--- src/rtl/dual_op_reg_pkg.sv ---
package dual_op_reg_pkg;
  typedef enum logic [1:0] {
    OP_HOLD = 2'b00,
    OP_XOR  = 2'b01,
    OP_OR   = 2'b10,
    OP_BAD  = 2'b11
  } op_t;

  function automatic op_t decode_op(input logic or_sel, input logic xor_sel);
    return op_t'({or_sel, xor_sel});
  endfunction
endpackage

--- src/rtl/dual_op_ctl.sv ---
module dual_op_ctl
  import dual_op_reg_pkg::*;
(
  input  logic clk,
  input  logic rst,
  input  logic or_en,
  input  logic xor_en,
  output logic or_gate,
  output logic xor_gate,
  output logic err_q
);
  op_t op;

  always_comb begin
    op       = decode_op(or_en, xor_en);
    or_gate  = (op == OP_OR);
    xor_gate = (op == OP_XOR);
  end

  always_ff @(posedge clk) begin
    if (rst) err_q <= 1'b0;
    else     err_q <= (op == OP_BAD);
  end

  AST_ERR_AFTER_BAD: assert property (@(posedge clk) disable iff (rst)
    (or_en && xor_en) |=> err_q);
  AST_ERR_CLEAR_OK: assert property (@(posedge clk) disable iff (rst)
    !(or_en && xor_en) |=> !err_q);
endmodule

--- src/rtl/dual_op_cell.sv ---
module dual_op_cell (
  input  logic clk,
  input  logic rst,
  input  logic or_gate,
  input  logic xor_gate,
  input  logic b,
  output logic q
);
  logic nxt;

  always_comb nxt = (or_gate & b) | (q ^ (xor_gate & b));

  always_ff @(posedge clk) begin
    if (rst) q <= 1'b0;
    else     q <= nxt;
  end

  AST_CELL_OR_SETS: assert property (@(posedge clk) disable iff (rst)
    (or_gate && b) |=> q);
  AST_CELL_IDLE_KEEPS: assert property (@(posedge clk) disable iff (rst)
    (!or_gate && !xor_gate) |=> $stable(q));
endmodule

--- src/rtl/dual_op_reg.sv ---
module dual_op_reg #(
  parameter int WIDTH = 8
) (
  input  logic             clk,
  input  logic             rst,
  input  logic             or_en,
  input  logic             xor_en,
  input  logic [WIDTH-1:0] din,
  output logic [WIDTH-1:0] acc,
  output logic             ctl_err
);
  localparam int LAST = WIDTH - 1;

  logic or_gate;
  logic xor_gate;

  dual_op_ctl u_ctl (
    .clk      (clk),
    .rst      (rst),
    .or_en    (or_en),
    .xor_en   (xor_en),
    .or_gate  (or_gate),
    .xor_gate (xor_gate),
    .err_q    (ctl_err)
  );

  for (genvar i = 0; i <= LAST; i++) begin : g_cell
    dual_op_cell u_cell (
      .clk      (clk),
      .rst      (rst),
      .or_gate  (or_gate),
      .xor_gate (xor_gate),
      .b        (din[i]),
      .q        (acc[i])
    );
  end

  AST_RESET_CLEARS: assert property (@(posedge clk)
    rst |=> (acc == '0 && !ctl_err));
  AST_IDLE_HOLDS: assert property (@(posedge clk) disable iff (rst)
    (!or_en && !xor_en) |=> $stable(acc));
  AST_OR_MERGE: assert property (@(posedge clk) disable iff (rst)
    (or_en && !xor_en) |=> acc == ($past(acc) | $past(din)));
  AST_XOR_MERGE: assert property (@(posedge clk) disable iff (rst)
    (xor_en && !or_en) |=> acc == ($past(acc) ^ $past(din)));
  AST_BAD_HOLDS: assert property (@(posedge clk) disable iff (rst)
    (or_en && xor_en) |=> $stable(acc));
endmodule

--- config.mk ---
export PLATFORM = sky130hd
export DESIGN_NAME = dual_op_reg
export DESIGN_NICKNAME = d
export VERILOG_FILES = /design/src/rtl/dual_op_reg_pkg.sv /design/src/rtl/dual_op_ctl.sv /design/src/rtl/dual_op_cell.sv /design/src/rtl/dual_op_reg.sv
export SDC_FILE = /design/constraint.sdc
export NUM_CORES = 1
export LEC_CHECK = 0
export CORE_MARGIN = 3
export CORE_UTILIZATION = 40
export CTS_CLUSTER_SIZE = 24
export DETAILED_ROUTE_END_ITERATION = 8
export DONT_BUFFER_PORTS = 1
export PLACE_DENSITY_LB_ADDON = 0.08
export SLEW_MARGIN = 30
export SYNTH_ARGS = -nofsm -noshare
export SYNTH_HDL_FRONTEND = slang
export SYNTH_SLANG_ARGS = --single-unit
--- constraint.sdc ---
create_clock -name clk -period 1.1 [get_ports clk]
set_input_delay 0.165 -clock clk [delete_from_list [all_inputs] [get_ports clk]]
set_output_delay 0.165 -clock clk [all_outputs]
set_load 0.02 [all_outputs]
==> results.yml <==
timing:
  setup_viol: 0
  finalCriticalPeriod_ps: 999
  rsz0062_at_grt: "no"
  slew_headroom_pct: 65.5
  fin_worst_skew_ps: 0
  worstMarginPinSlew_ps: 515
  tns_ps: 0
  finalHoldViolations: 0
  drv_slew: 0
  min_period_over_period_pct: 90.8
  fmax_mhz: 1000
cts:
  clkSlewWorstSetupHoldPaths_ps: 60
  cts_buffers: 3
  ctsHoldBuffers: 1
  ctsResizeCount: 0
  cts_sinks: 9
  cts-root-buf: "clkbuf_4"
  cts_buffer_depth: 2
  tritoncts: "done"
  ctsHtreeMaxLevel: 1
  postCtsSetupBuffers: 0
  clk_latency_ps: 250
logic_synthesis:
  syn_inst: 62
  syn-num-nets: 74
  synth_area_per_cell_um2: 9.06
  synth_top_family_by_area: "simple AND/OR/NAND/NOR gates"
  muxShareOfSynthArea_pct: 0
  synth_compound_area_share_pct: 20.3
  synthXorXnorAreaFrac_pct: 0
  synth.distinct_cells: 12
  yosys_warnings: 0
  synthAdderAreaFrac_pct: 0
  synth-simple-area-share_pct: 33.0
  seq_area_frac_synth_pct: 32.1
  syn-cell-area_um2: 562
  ys_seq_elements: 9
final_layout:
  nets: 77
  layout_common_cells: "9 x a21oi_2, 9 x dfxtp_1, 8 x nand3_1, 8 x nor3_2, 8 x buf_4"
  drive_gt1_share_pct: 56.3
  insertedDiodeCount: 0
  area_growth_pct: 5.57
  fin_util_pct: 49.4
routing:
  via_count: 419
  route.detailed.drc: 0
  first_pass_iters: 2
  drt_iter0_markers: 3
  viasPerCell: 5.37
  wl_per_cell_um: 14.0
  antenna_left: 0
  routed_wl_mm: 1.09
place:
  place_congestion: 0.623
  dpl.hpwl_um: 830
  place.port_buffers: 0
floorplanning:
  die_area_um2: 1890
  dieWidth_um: 43.5
  die_h_um: 43.5
  std_cell_rows: 12
  ioPinCount: 21
  core_area_um2: 1200
  initial_core_util_pct: 46.8
min_path:
  whs_path_depth: 2
  min_to: "g_cell[7].u_cell.q"
  min_from: "or_en"
  hold_class: "input port to register"
setup_path:
  critPathLaunchType: "input port"
  cp_data_required_time_ps: 1220
  crit_slowest_cell: "dlygate4sd3_1"
  path_max_fanout: 9
  cp.buffers_inverters: 1
  rr_startpoint: "g_cell[4].u_cell.q"
  crit_path_end_kind: "register"
  critical_path_class: "input port to register"
  r2r_setup_slack_ps: 100
  crit_family: "buffers and inverters"
  slowest_delay_ps: 860
  r2r_cells: 3
  crit_chain: "dlygate4sd3_1 -> nor3_2"
  r2r-end: "g_cell[4].u_cell.q"
  crit_arrival_ps: 1120
grt:
  grt_util_all_layers_pct: 13.0
  grt_max_degree: 18
  antenna_found_initial: 0
  grt_remaining_overflow: 0
  grt_pass1_wl_mm: 1.90
  grt_pass1_vias: 445
power:
  powerDensity_nw_per_um2: 1350
  leakage_nw: 0.217
  vdd_ir_drop_max_mv: 0.479
run_status:
  status: "finished, final reports clean"
job:
  maxCapViolCount: 0
-- worst reg2reg max path, delay by kind of cell, from the launching register on --
kind / cells / cell delay, ps
DFF: 1 / 340
AOI/OAI and AO/OA: 1 / 180
and+or+nand+nor: 2 / 350
-- power breakdown --
group          total, mW  switching, mW  leakage (nW)  internal [mW]
Combinational      0.177         0.0926         0.127         0.0844
Sequential         0.372         0.0214        0.0745          0.351
Clock              0.253          0.114        0.0150          0.140
-- Yosys cell counts --
cell      count  area, µm²
dfxtp_1       9        180
buf_4         9       67.6
a21oi_1       7       35.0
or2_1         1       6.26
nor3_2        8       80.1
nand2_4       1       11.3
nand3_1       8       40.0
a21oi_2       9       78.8
buf_6         1       11.3
or2_2         7       43.8
clkbuf_1      1       3.75
nor2_1        1       3.75
-- how the worst max path moves through the flow --
stage          depth (start not counted)            endpoint          startpoint  slack, ps
4_1_cts                                2  g_cell[4].u_cell.q                 rst        100
2_1_floorplan                          3  g_cell[2].u_cell.q  g_cell[2].u_cell.q        160
6_report                               2  g_cell[1].u_cell.q                 rst        100
3_5_place_dp                           3  g_cell[4].u_cell.q  g_cell[4].u_cell.q        130
5_1_grt                                1              acc[7]  g_cell[7].u_cell.q         60
3_3_place_gp                           3  g_cell[4].u_cell.q  g_cell[4].u_cell.q        170
-- cell families after synthesis --
group	count (synthesis)
compound gates	16
buf+inv	11
simple gates	26
flops	9
-- per-layer routing --
layer	routed length [µm]	part of all wire (%)	GRT usage [%]
met5	0	0	0
met4	0	0	5.42
met3	105	9.6	4.56
met2	525	48	21.8
met1	460	42	14.9
-- state kept, by name, indices dropped and copies added, names as in the netlist --
signal / flops
u_ctl.err_q: 1
g_cell.u_cell.q: 8
-- cell type report --
cell class	count	area, µm²
fillers	133	608
repair buffers	9	70.1
clock buffers	4	26.3
multi-input cells	42	299
well taps	14	17.5
flip-flops and latches	9	180
-- metrics by stage --
step	total power, mW	area, µm²	worst slack, ps	cells	hold WS [ps]
floorplan	0.551	562	162	62	365
global placement	0.539	557	175	73	238
detailed placement	0.549	557	133	73	238
CTS	0.814	593	102	78	48.6
global route	0.853	593	56.8	78	53.3
finish	0.802	593	101	78	52.0
No activity file was read; power rests on OpenSTA's default activity.
